$ cat config.mk
export PLATFORM = sky130hd
export DESIGN_NAME = parcel_icache
export DESIGN_NICKNAME = d
export VERILOG_FILES = /design/src/rtl/parcel_icache.sv
export SDC_FILE = /design/constraint.sdc
export NUM_CORES = 1
export LEC_CHECK = 0
export ABC_CLOCK_PERIOD_IN_PS = 3800
export CAP_MARGIN = 40
export CELL_PAD_IN_SITES_DETAIL_PLACEMENT = 0
export CELL_PAD_IN_SITES_GLOBAL_PLACEMENT = 1
export CORE_MARGIN = 3
export CORE_UTILIZATION = 53
export DETAILED_ROUTE_END_ITERATION = 8
export GPL_TIMING_DRIVEN = 0
export PLACE_DENSITY = 0.89
export REMOVE_ABC_BUFFERS = 1
export SETUP_SLACK_MARGIN = 0.2
export SYNTH_ARGS = -nofsm -noshare
export SYNTH_HDL_FRONTEND = slang
export SYNTH_SLANG_ARGS = --single-unit
$ cat constraint.sdc
create_clock -name clk -period 3.8 [get_ports clk]
set_input_delay 0.95 -clock clk [delete_from_list [all_inputs] [get_ports clk]]
set_output_delay 0.95 -clock clk [all_outputs]
set_load 0.1 [all_outputs]
$ cat src/rtl/parcel_icache.sv
module parcel_icache #(
  parameter int ADDR_W      = 12,
  parameter int CACHE_BYTES = 32,
  parameter int BLOCK_BYTES = 8
) (
  input  logic              clk,
  input  logic              rst_n,
  input  logic              flush,
  input  logic              f_valid,
  input  logic [ADDR_W-1:0] f_addr,
  output logic              f_ready,
  output logic [15:0]       f_parcel,
  output logic              mem_req,
  output logic [ADDR_W-1:0] mem_addr,
  input  logic              mem_rvalid,
  input  logic [15:0]       mem_rdata
);
  localparam int PARCELS = BLOCK_BYTES / 2;
  localparam int OFF_W   = $clog2(BLOCK_BYTES);
  localparam int PW      = OFF_W - 1;
  localparam int LINES   = (CACHE_BYTES == 0) ? 2 : CACHE_BYTES / BLOCK_BYTES;
  localparam int IDX_W   = $clog2(LINES);
  localparam int TAG_W   = ADDR_W - OFF_W - IDX_W;

  logic unused_bits;
  assign unused_bits = f_addr[0] ^ flush;

  if (CACHE_BYTES == 0) begin : g_byp
    logic waiting_q;
    assign mem_req  = f_valid && !waiting_q;
    assign mem_addr = {f_addr[ADDR_W-1:1], 1'b0};
    assign f_ready  = waiting_q && mem_rvalid;
    assign f_parcel = mem_rdata;

    always_ff @(posedge clk) begin
      if (!rst_n)          waiting_q <= 1'b0;
      else if (mem_req)    waiting_q <= 1'b1;
      else if (mem_rvalid) waiting_q <= 1'b0;
    end
  end else begin : g_cache
    typedef enum logic {S_IDLE, S_FILL} st_t;
    st_t              st_q;
    logic [LINES-1:0] valid_q;
    logic [TAG_W-1:0] tag_q  [LINES];
    logic [15:0]      data_q [LINES][PARCELS];
    logic [IDX_W-1:0] fill_idx_q;
    logic [TAG_W-1:0] fill_tag_q;
    logic [PW-1:0]    beat_q;

    wire [IDX_W-1:0] idx  = f_addr[OFF_W +: IDX_W];
    wire [TAG_W-1:0] tag  = f_addr[ADDR_W-1 -: TAG_W];
    wire [PW-1:0]    par  = f_addr[1 +: PW];
    wire             hit  = valid_q[idx] && (tag_q[idx] == tag);
    wire             take = (st_q == S_FILL) && mem_rvalid;
    wire             last = take && (beat_q == PW'(PARCELS - 1));

    assign f_ready  = (st_q == S_IDLE) && f_valid && hit;
    assign f_parcel = data_q[idx][par];
    assign mem_req  = (st_q == S_IDLE) && f_valid && !hit;
    assign mem_addr = {tag, idx, {OFF_W{1'b0}}};

    always_ff @(posedge clk) begin
      if (!rst_n) begin
        st_q       <= S_IDLE;
        valid_q    <= '0;
        beat_q     <= '0;
        fill_idx_q <= '0;
        fill_tag_q <= '0;
      end else begin
        if (mem_req) begin
          st_q       <= S_FILL;
          fill_idx_q <= idx;
          fill_tag_q <= tag;
          beat_q     <= '0;
        end else if (take) begin
          beat_q <= beat_q + 1'b1;
          if (last) st_q <= S_IDLE;
        end
        if (flush)     valid_q <= '0;
        else if (last) valid_q[fill_idx_q] <= 1'b1;
      end
    end

    always_ff @(posedge clk) begin
      if (take) data_q[fill_idx_q][beat_q] <= mem_rdata;
      if (last) tag_q[fill_idx_q] <= fill_tag_q;
    end
  end
endmodule

Word-level counts from Yosys, hierarchy flattened
Memories as Yosys holds them, arrays and structs flattened.
Cells that the tools add are included.
- register bits after elaboration: 16
- RAM bits: 284
- input bits: 33
- output and inout bits: 30
- logic and storage cells: 51
- memories kept: 2
- memory list (name ; words ; bits a word ; rd ports ; clocked after memory_dff ; wr ports ; RTL line ; text):
    g_cache.data_q ; 4 ; 64 ; 1 ; 0 ; 1 ; 45 ; logic [15:0] data_q [LINES][PARCELS];
    g_cache.tag_q ; 4 ; 7 ; 1 ; 0 ; 1 ; 44 ; logic [TAG_W-1:0] tag_q [LINES];
- add/sub/neg operators: 1
- $lt $le $gt $ge: 6
- equal/unequal tests: 2
- multiplexer cells: 16
- bitwise logic cells: 5
- reduce and logical (&&, ||, !) cells: 14
- operators with widths (operator ; count):
    $mux 64 ; 1
    $mux 16 ; 3
    $bmux 16 s2 ; 1
    $demux 16 s2 ; 1
    $logic_and 1x1->1 ; 8
    $mux 1 ; 8
    $eq 7x7->1 ; 1
    $ge 3x3->1 const B ; 2
    $lt 2x3->1 const B ; 2
    $not 2->3 ; 2
    $or 4x4->4 ; 1
    $reduce_bool 2->1 ; 2
    $reduce_or 2->1 ; 2
    $lt 3x1->1 const B ; 1
    $add 2x1->2 const B ; 1
    $bmux 1 s2 ; 1
    $demux 1 s2 ; 1
    $eq 2x2->1 const B ; 1
    $ge 2x1->1 const B ; 1
    $not 1->1 ; 2
    $reduce_and 2->1 ; 1
    $logic_not 1->1 ; 1

Logic depth before layout (Yosys ltp)
Gate-level depths: netlist of run 1.
- depth in word-level cells: 7
- gate-level depth with buffers: 7

Worst setup path before layout of run 1
No wires, ideal clock.
- path kind: input to output
- start point: input port f_addr[4]
- end point: output port f_ready
- arrival: 3.485 ns
- slack: -0.635 ns
- cell stages on the path: 6
- cells stage by stage: clkbuf_1 -> mux4_1 -> xor2_1 -> nor4_2 -> nand4_1 -> nor2_1
- word-level cells in the longest chain between the ends: 4
- RTL lines (item ; RTL line ; text):
    start, declared ; 10 ; input logic [ADDR_W-1:0] f_addr,
    $mem_v2 4x7 / $bmux 1 s2 (equally long branches) ; -- ;
    $eq 7x7->1 / $mux 1 (equally long branches) ; 53 ; wire hit = valid_q[idx] && (tag_q[idx] == tag);
    $logic_and 1x1->1 (*) ; 53 ;
    $logic_and 1x1->1 (*) ; 57 ; assign f_ready = (st_q == S_IDLE) && f_valid && hit;
    end, declared ; 11 ; output logic f_ready,
Every way passes the cells marked *; elsewhere a longest branch is shown, timed or not. The select of a mux whose other input is x is not followed.

Final worst setup path of run 1
- start point: input port f_addr[3]
- end point: output port f_ready
The elaborated chain is that of the path after synthesis.

==> impl_metrics.tcl, run 1 <==
set metrics [dict create \
    yosysSeqAreaShare_pct 76.1 \
    synth.avg_cell_area_sq_um 22.7 \
    worstPathMaxFanout 6 \
    insertion_delay_ps 560 \
    clkPwrFrac_pct 42.7 \
    io_pins 63 \
    drive_above_1_share_pct 36.8 \
    setup_tns_ps -27.0 \
    grt.total_usage_pct 23.2 \
    met3_usage_pct 4.36 \
    start_util_pct 54.6 \
    area_delta_synth_final_pct 27.2 \
    internal_power_mw 5.91 \
    synth_warnings 0 \
    worstRegToRegCells 8 \
    final_cells 940 \
    fin_nets 677 \
    die_w_um 154 \
    slew_headroom_pct 44.4 \
    hold_class "register to register" \
    grt_pass1_wl_um 40200 \
    rows 53 \
    wire_per_inst_um 28.9 \
    setup_viol 2 \
    power.density_nw_per_um2 513 \
    ys_ff_latch 300 \
    top_usage_layer "met2" \
    synth-edff-count 284 \
    rr_startpoint "g_cache.tag_q[2][5]$_DFFE_PP_" \
    power_leakage_nw 4.93 \
    period_share_pct 101 \
    route.detailed.drc 0 \
    critPathKind "primary input to primary output" \
    status "finished, violations left" \
    finalHoldViolations 0 \
    placedCellCount 868 \
    r2r_end "g_cache.st_q$_SDFFE_PN0P_" \
    worst_setup_path_end_kind "primary output" \
    cts_tree "done" \
    cts_hold_buf 0 \
    p_total_mw 7.59 \
    hold_slack_ps 479 \
    clkSlewWorstSetupHoldPaths_ps 60 \
    routed_via_density 6.18 \
    swShare_pct 22.2 \
    ant_nets 0 \
    power_frac_comb_pct 9.2 \
    drt_iter0_markers 526 \
    core_sq_um 21300 \
    met2_usage_pct 39.6 \
    cap_violations 0 \
    p_sw_mw 1.68 \
    grt_pass1_vias 6288 \
    htreeDepth 1 \
    violations "negative setup slack" \
    dr.pass1.iters 4 \
    antenna_found_initial 0 \
    irDropWorstVdd_uv 408 \
    routed_wl_um 27200 \
    clockRootBuffer "clkbuf_16" \
    setup.worst_path.end "f_ready" \
    gp_congestion 0.717 \
    synth_area_sq_um 11600 \
    die_h_um 154 \
    die_area_sq_um 23700 \
    placement.io_buffers 58 \
    antenna_cells 0 \
    max_freq_ghz 0.262 \
    p_seq_share_pct 48.1 \
    dpl_cell_area_sq_um 13200 \
    drv_slew 0 \
    async_reset_ff_share_pct 0 \
    grt_overflow 0 \
    post-dp-hpwl_um 14400 \
    critPathLaunch "f_addr[3]" \
    clock_path_buffers 3 \
    skew_ps 21.3 \
    cp-start-kind "primary input" \
    rsz0062_at_grt "yes" \
    min_period_ps 3820 \
    max_slew.worst_pin.slew_ps 832 \
    synthDistinctLibCells 31 \
    synth_cells 513 \
    final_area_sq_um 14800 \
    required_ps 2850 \
    grtUsageMet1_pct 29.3 \
    arrival_ps 2870 \
    cts_sinks 300 \
    cts_buffers 31 \
    vias 5810 \
    grt_max_degree 23 \
    finalWorstSetupSlack_ps -19.7 \
    rrSetupSlack_ps 1470 \
    synth_flop_cell "edfxtp_1" \
]
==> through the flow <==
step	util, %	setup slack, ps
final	69.5	-19.7
after global routing	69.5	-109
after CTS	69.2	-46.0
after detailed placement	62.1	-1300
after global placement	58.0	-5870
after floorplan	-	-531
==> sequential cells by signal, indices dropped and copies added (netlist names) <==
name,count
g_cache.fill_idx_q,2
g_cache.valid_q,4
g_cache.data_q,256
g_cache.tag_q,28
g_cache.st_q,1
g_cache.fill_tag_q,7
g_cache.beat_q,2
==> worst min path at each step <==
stage | slack (ps) | start | cells past startpoint | to
5_1_grt | 490 | g_cache.valid_q[0]$_SDFFE_PP0P_ | 2 | g_cache.valid_q[0]$_SDFFE_PP0P_
2_1_floorplan | 430 | g_cache.valid_q[3]$_SDFFE_PP0P_ | 2 | g_cache.valid_q[3]$_SDFFE_PP0P_
3_5_place_dp | 470 | g_cache.valid_q[0]$_SDFFE_PP0P_ | 2 | g_cache.valid_q[0]$_SDFFE_PP0P_
3_3_place_gp | 440 | g_cache.valid_q[3]$_SDFFE_PP0P_ | 2 | g_cache.valid_q[3]$_SDFFE_PP0P_
6_report | 480 | g_cache.valid_q[0]$_SDFFE_PP0P_ | 2 | g_cache.valid_q[0]$_SDFFE_PP0P_
4_1_cts | 480 | g_cache.valid_q[0]$_SDFFE_PP0P_ | 2 | g_cache.valid_q[0]$_SDFFE_PP0P_
==> repair_timing <==
item | 4_1_cts | 5_1_grt
endpoints found under the setup margin | 18 | 7
resized for setup | 44 | 9
gates cloned | 8 | 0
pin swaps | 3 | 2
buffers inserted | 16 | 4
==> final cells by class <==
type                            count  area (sq um)
Sequential cell                   300          8850
Multi-Input combinational cell    176          2650
Clock inverter                     25           320
Clock buffer                       33           783
Timing Repair Buffer              129          1840
Inverter                            2          7.51
Fill cell                        1195          6500
Tap cell                          275           344
==> per-layer routing <==
layer | vias to the layer above | part of all wire, % | wire length (um)
met3 | 77 | 7.2 | 1950
met1 | 3056 | 36 | 9900
met4 | 0 | 3.8 | 1030
li1 | 2380 | - | -
met5 | - | 0 | 0
met2 | 297 | 53 | 14300
==> cells in the mapped netlist, types with 3 or more instances <==
cell type | instances | area (sq um)
edfxtp_1 | 284 | 8530
nand2_1 | 21 | 78.8
nor4b_1 | 3 | 26.3
buf_1 | 5 | 18.8
buf_2 | 5 | 25.0
nand2b_1 | 3 | 18.8
dfxtp_1 | 16 | 320
ha_1 | 4 | 50.1
xor2_1 | 4 | 35.0
mux2i_1 | 13 | 130
mux4_2 | 84 | 1890
clkbuf_1 | 13 | 48.8
buf_4 | 12 | 90.1
and2_1 | 10 | 62.6
xnor2_1 | 5 | 43.8
nor2_1 | 11 | 41.3
==> cell families (layout without fill, tap and decap cells) <==
group / Yosys count / after routing / share of synthesized area, %
other: 1 / 3 / 0.0323
and+or+nand+nor: 56 / 56 / 2.55
muxes: 100 / 100 / 17.9
buffers and inverters: 39 / 189 / 1.83
AOI/OAI and AO/OA: 4 / 4 / 0.431
adders and majority gates: 4 / 4 / 0.430
DFF: 300 / 300 / 76.1
xor gates and xnor gates: 9 / 9 / 0.678
==> placed cells by master (no fill, tap or decap), drive strengths merged <==
cell type and count:
edfxtp 284, mux4 86, buf 84, clkdlybuf4s50 36, clkbuf 35, nand2 21
dfxtp 16, mux2i 13, clkinv 13, nor2 11, and2 10, bufinv 7
xnor2 5, ha 4, clkinvlp 4, bufbuf 4, nor3b 4, xor2 4
nand2b 3, nor4b 3, conb 3, inv 3, clkdlybuf4s15 2, mux2 1
o32ai 1, nor4 1, a41oi 1, nand3 1, nor3 1, nand4 1
o21ba 1, o21a 1, dlygate4sd2 1
==> power groups by stage <==
stage / registers [mW] / clock network, mW / logic [mW]
floorplan: 3.72 / 0 / 0.304
global placement: 3.72 / 0 / 0.550
detailed placement: 3.72 / 0 / 0.620
CTS: 3.65 / 3.27 / 0.685
finish: 3.65 / 3.24 / 0.696
global route: 3.65 / 3.40 / 0.723
==> critical path, cell delays in order <==
cell	delay, ps
buf_16	90
buf_16	130
mux4_2	530
xor2_2	180
nor4_4	320
buf_4	150
nand4_1	110
nor2_2	210
buf_12	200
(Power assumes the default switching activity.)
==> run 2, diff against run 1 <==
--- a/config.mk
+++ b/config.mk
@@ -11,6 +11,7 @@
 export CELL_PAD_IN_SITES_GLOBAL_PLACEMENT = 1
 export CORE_MARGIN = 3
 export CORE_UTILIZATION = 53
+export CTS_BUF_LIST = sky130_fd_sc_hd__clkbuf_16
 export DETAILED_ROUTE_END_ITERATION = 8
 export GPL_TIMING_DRIVEN = 0
 export PLACE_DENSITY = 0.89
==> impl_metrics.tcl, run 2 (synthesis results as in run 1) <==
set metrics [dict create \
    p_total_mw 7.59 \
    grt_overflow 0 \
    cts_tree "done" \
    hold_class "register to register" \
    arrival_ps 2870 \
    finalWorstSetupSlack_ps -19.6 \
    slew_headroom_pct 44.4 \
    min_period_ps 3820 \
    ant_nets 0 \
    clock_path_buffers 3 \
    violations "negative setup slack" \
    irDropWorstVdd_uv 408 \
    worstPathMaxFanout 6 \
    htreeDepth 1 \
    hp-start "g_cache.valid_q[0]$_SDFFE_PP0P_" \
    io_pins 63 \
    rsz0062_at_grt "yes" \
    dr_wl_met3_um 1950 \
    grt_pass1_wl_um 40200 \
    worst_setup_path_end_kind "primary output" \
    drv_slew 0 \
    grt.total_usage_pct 23.2 \
    placement.io_buffers 58 \
    grt_pass1_vias 6288 \
    max_slew.worst_pin.slew_ps 832 \
    drive_above_1_share_pct 36.8 \
    die_w_um 154 \
    nFillCells 1195 \
    cap_violations 0 \
    period_share_pct 101 \
    die_area_sq_um 23700 \
    critPathKind "primary input to primary output" \
    gp_congestion 0.717 \
    area_delta_synth_final_pct 27.2 \
    setup_viol 2 \
    top_layer_used "met4" \
    cts_buffers 31 \
    insertion_delay_ps 560 \
    final_common_cell "edfxtp_1" \
    clkSlewWorstSetupHoldPaths_ps 60 \
    pre_cts_slack_ps -1300 \
    post-dp-hpwl_um 14400 \
    largest_reg_flops 256 \
    critical_path.top_delay_family "simple AND/OR/NAND/NOR gates" \
    vias 5809 \
    required_ps 2850 \
    critPathLaunch "f_addr[3]" \
    largestRegisters "g_cache.data_q: 256 flops, g_cache.tag_q: 28 flops, g_cache.fill_tag_q: 7 flops" \
    cts_sinks 300 \
    cp-start-kind "primary input" \
    antenna_cells 0 \
    path_cells "buf_16, buf_16, mux4_2, xor2_2, nor4_4, buf_4, nand4_1, nor2_2, buf_12" \
    wl_met1_um 9910 \
    clockRootBuffer "clkbuf_16" \
    power.density_nw_per_um2 513 \
    route.detailed.drc 0 \
    setup_tns_ps -27.2 \
    drt_iter0_markers 529 \
    crit_top_cell "buf_16" \
    status "finished, violations left" \
    finalHoldViolations 0 \
    top_register "g_cache.data_q" \
    start_util_pct 54.6 \
    power_leakage_nw 4.94 \
    wire_per_inst_um 28.9 \
    met2RoutedLength_um 14300 \
    slowest_delay_ps 530 \
    die_h_um 154 \
    core_sq_um 21300 \
    rr_startpoint "g_cache.tag_q[2][5]$_DFFE_PP_" \
    rows 53 \
    grt_max_degree 23 \
    routed_wl_um 27200 \
    max_freq_ghz 0.262 \
    antenna_found_initial 0 \
    cts_hold_buf 0 \
    final_cell_mix "284 x edfxtp_1, 86 x mux4_2, 36 x clkdlybuf4s50_1, 31 x clkbuf_16, 26 x buf_4" \
    crit_buf_inv 4 \
    skew_ps 21.2 \
    fin_nets 677 \
    routed_via_density 6.18 \
    dr.pass1.iters 4 \
    crit_slowest_cell "mux4_2" \
]
==> run 2: cell types whose count changed in the layout (fill, tap and decap cells not counted), sizes merged <==
cell,previous run,this run
inv,3,5
clkbuf,35,33
==> run 2: worst register-to-register path, delay by kind of cell (launching register included) <==
family                 cells  cell delay (ps)
AND/OR/NAND/NOR            1              320
AO/OA/AOI/OAI              2              320
multiplexers               1              500
XOR/XNOR                   1              180
buffers and inverters      3              540
flip-flops                 1              370
==> run 2: metrics by stage <==
step                hold WS [ps]  instance area (sq um)  std cells  util [%]
floorplan                    435                  11400        478         -
global placement             443                  12400        811      58.0
detailed placement           466                  13200        868      62.1
CTS                          480                  14700        935      69.2
global route                 489                  14800        940      69.5
finish                       479                  14800        940      69.5
==> run 2: what timing repair did <==
action	in CTS	in global routing
cloned	8	0
setup endpoints to repair	18	7
gates resized for setup	44	9
pin swaps	3	2
setup buffers	16	4
==> run 2: cell type report <==
| class | count | area [sq um] | area share, % |
|---|---|---|---|
| Tap cell | 275 | 344 | 2.33 |
| Inverter | 2 | 7.51 | 0.0508 |
| Clock buffer | 31 | 776 | 5.25 |
| Timing Repair Buffer | 129 | 1840 | 12.4 |
| Clock inverter | 27 | 328 | 2.22 |
| Sequential cell | 300 | 8850 | 59.8 |
| Multi-Input combinational cell | 176 | 2650 | 17.9 |
==> run 2: path summary, 6_finish.rpt <==
| kind | to | slack [ps] | depth (start not counted) |
|---|---|---|---|
| max | f_ready | -20 | 9 |
| min | g_cache.valid_q[0]$_SDFFE_PP0P_ | 480 | 2 |
| max reg2reg | g_cache.st_q$_SDFFE_PN0P_ | 1470 | 8 |
| min reg2reg | g_cache.valid_q[0]$_SDFFE_PP0P_ | 480 | 2 |
==> run 2: metal layers <==
metal / global-route usage (%) / vias up
met1: 29.3 / 3056
met4: 10.3 / 0
li1: - / 2380
met5: 0 / -
met2: 39.6 / 296
met3: 4.36 / 77
==> run 2: where the power goes <==
| part | switching (mW) | total [mW] | internal (mW) |
|---|---|---|---|
| clock network | 1.27 | 3.24 | 1.97 |
| logic | 0.395 | 0.696 | 0.301 |
| registers | 0.0154 | 3.65 | 3.64 |
==> run 3, diff against run 2 <==
--- a/config.mk
+++ b/config.mk
@@ -16,7 +16,7 @@
 export GPL_TIMING_DRIVEN = 0
 export PLACE_DENSITY = 0.89
 export REMOVE_ABC_BUFFERS = 1
-export SETUP_SLACK_MARGIN = 0.2
 export SYNTH_ARGS = -nofsm -noshare
 export SYNTH_HDL_FRONTEND = slang
 export SYNTH_SLANG_ARGS = --single-unit
+export TNS_END_PERCENT = 10
==> impl_metrics.tcl, run 3 (synthesis results as in run 1) <==
set metrics [dict create \
    status "finished, violations left" \
    violations "negative setup slack" \
    cts_hold_buf 0 \
    grt_pass1_vias 6164 \
    worstPathMaxFanout 7 \
    power.density_nw_per_um2 516 \
    clkSlewWorstSetupHoldPaths_ps 60 \
    routed_wl_um 25900 \
    rsz0062_at_grt "yes" \
    critPathKind "primary input to primary output" \
    irDropWorstVdd_uv 403 \
    largestRegisters "g_cache.data_q: 256 flops, g_cache.tag_q: 28 flops, g_cache.fill_tag_q: 7 flops" \
    cp-start-kind "primary input" \
    finalHoldViolations 0 \
    setup_viol 8 \
    fin_nets 678 \
    placedCellCount 868 \
    vias 5691 \
    drv_slew 0 \
    final_common_cell "edfxtp_1" \
    period_share_pct 104 \
    min_period_ps 3960 \
    required_ps 2850 \
    drive_above_1_share_pct 34.8 \
    clock_path_buffers 3 \
    die_w_um 154 \
    largest_reg_flops 256 \
    gp_congestion 0.717 \
    drt_iter0_markers 540 \
    skew_ps 16.6 \
    ant_nets 0 \
    grt_max_degree 37 \
    cts_tree "done" \
    setup_tns_ps -659 \
    antenna_found_initial 0 \
    final_cells 941 \
    cts_buffers 31 \
    final_cell_mix "284 x edfxtp_1, 86 x mux4_2, 42 x clkdlybuf4s50_1, 34 x buf_8, 31 x clkbuf_16" \
    top_register "g_cache.data_q" \
    p_seq_share_pct 48.5 \
    max_slew.worst_pin.slew_ps 873 \
    cts_sinks 300 \
    die_area_sq_um 23700 \
    htreeDepth 1 \
    worst_setup_path_end_kind "primary output" \
    clkPwrFrac_pct 42.8 \
    route.detailed.drc 0 \
    max_freq_ghz 0.252 \
    wire_per_inst_um 27.5 \
    arrival_ps 3010 \
    area_delta_synth_final_pct 25.5 \
    die_h_um 154 \
    hold_class "register to register" \
    post-dp-hpwl_um 14400 \
    rows 53 \
    grt_pass1_wl_um 38600 \
    finalWorstSetupSlack_ps -161 \
    dr.pass1.iters 5 \
    routed_via_density 6.05 \
    start_util_pct 54.6 \
    insertion_delay_ps 560 \
    p_sw_mw 1.66 \
    core_sq_um 21300 \
    io_pins 63 \
    power_leakage_nw 4.86 \
    cap_violations 0 \
    grt.total_usage_pct 22.1 \
    placement.io_buffers 58 \
    internal_power_mw 5.88 \
    grt_overflow 0 \
    power_frac_comb_pct 8.7 \
    swShare_pct 22.0 \
    slew_headroom_pct 41.7 \
    clockRootBuffer "clkbuf_16" \
    antenna_cells 0 \
]
-- run 3: final timing paths --
| kind | from | end | slack, ps | cells past startpoint |
|---|---|---|---|---|
| worst max-delay path | f_addr[3] | f_ready | -160 | 10 |
| worst max register to register | g_cache.beat_q[1]$_SDFFE_PP0P_ | g_cache.data_q[2][8]$_DFFE_PP_ | 1500 | 5 |
| worst min-delay path | g_cache.valid_q[0]$_SDFFE_PP0P_ | g_cache.valid_q[0]$_SDFFE_PP0P_ | 480 | 2 |
| worst min register to register | g_cache.valid_q[0]$_SDFFE_PP0P_ | g_cache.valid_q[0]$_SDFFE_PP0P_ | 480 | 2 |
-- run 3: cell type report --
type                    instances  area (sq um)
flip-flops and latches        300          8850
fillers                      1227          6700
multi-input cells             176          2630
repair buffers                130          1660
clock buffers                  31           776
well taps                     275           344
clock inverters                27           328
inverters                       2          7.51
-- run 3: power by group through the flow --
| stage | Clock (mW) | Combinational, mW | Sequential [mW] |
|---|---|---|---|
| 2_1_floorplan | 0 | 0.304 | 3.72 |
| 5_1_grt | 3.39 | 0.686 | 3.65 |
| 3_3_place_gp | 0 | 0.550 | 3.72 |
| 4_1_cts | 3.26 | 0.653 | 3.65 |
| 6_report | 3.22 | 0.658 | 3.65 |
| 3_5_place_dp | 0 | 0.620 | 3.72 |
-- run 3: what timing repair did --
action | in CTS | in global routing
pin swaps | 3 | 2
setup endpoints to repair | 18 | 15
gates cloned | 4 | 0
gates resized for setup | 27 | 5
setup buffers | 5 | 8
-- run 3: worst max-delay path, stage by stage --
cell and delay (ps):
buf_16 120, buf_16 140, buf_12 110, mux4_2 490, xor2_1 180, nor4_4 320, buf_4 170, nand4_1 110
nor2_2 210, buf_12 200
-- run 3: routing by layer --
metal  up-vias  part of all wire, %  GRT usage [%]
met4         0                  4.0           9.97
met2       285                   52           36.8
li1       2380                    -              -
met1      2955                   37           28.6
met5         -                    0              0
met3        71                  7.4           4.39
-- run 3: stage by stage --
stage / utilization (%) / power [mW] / hold WS (ps) / worst slack (ps) / area [sq um]
after floorplan: - / 4.02 / 435 / -531 / 11400
after global placement: 58.0 / 4.27 / 443 / -5870 / 12400
after detailed placement: 62.1 / 4.34 / 466 / -1300 / 13200
after CTS: 68.2 / 7.56 / 480 / -213 / 14500
after global routing: 68.5 / 7.73 / 489 / -251 / 14600
final: 68.5 / 7.54 / 476 / -161 / 14600
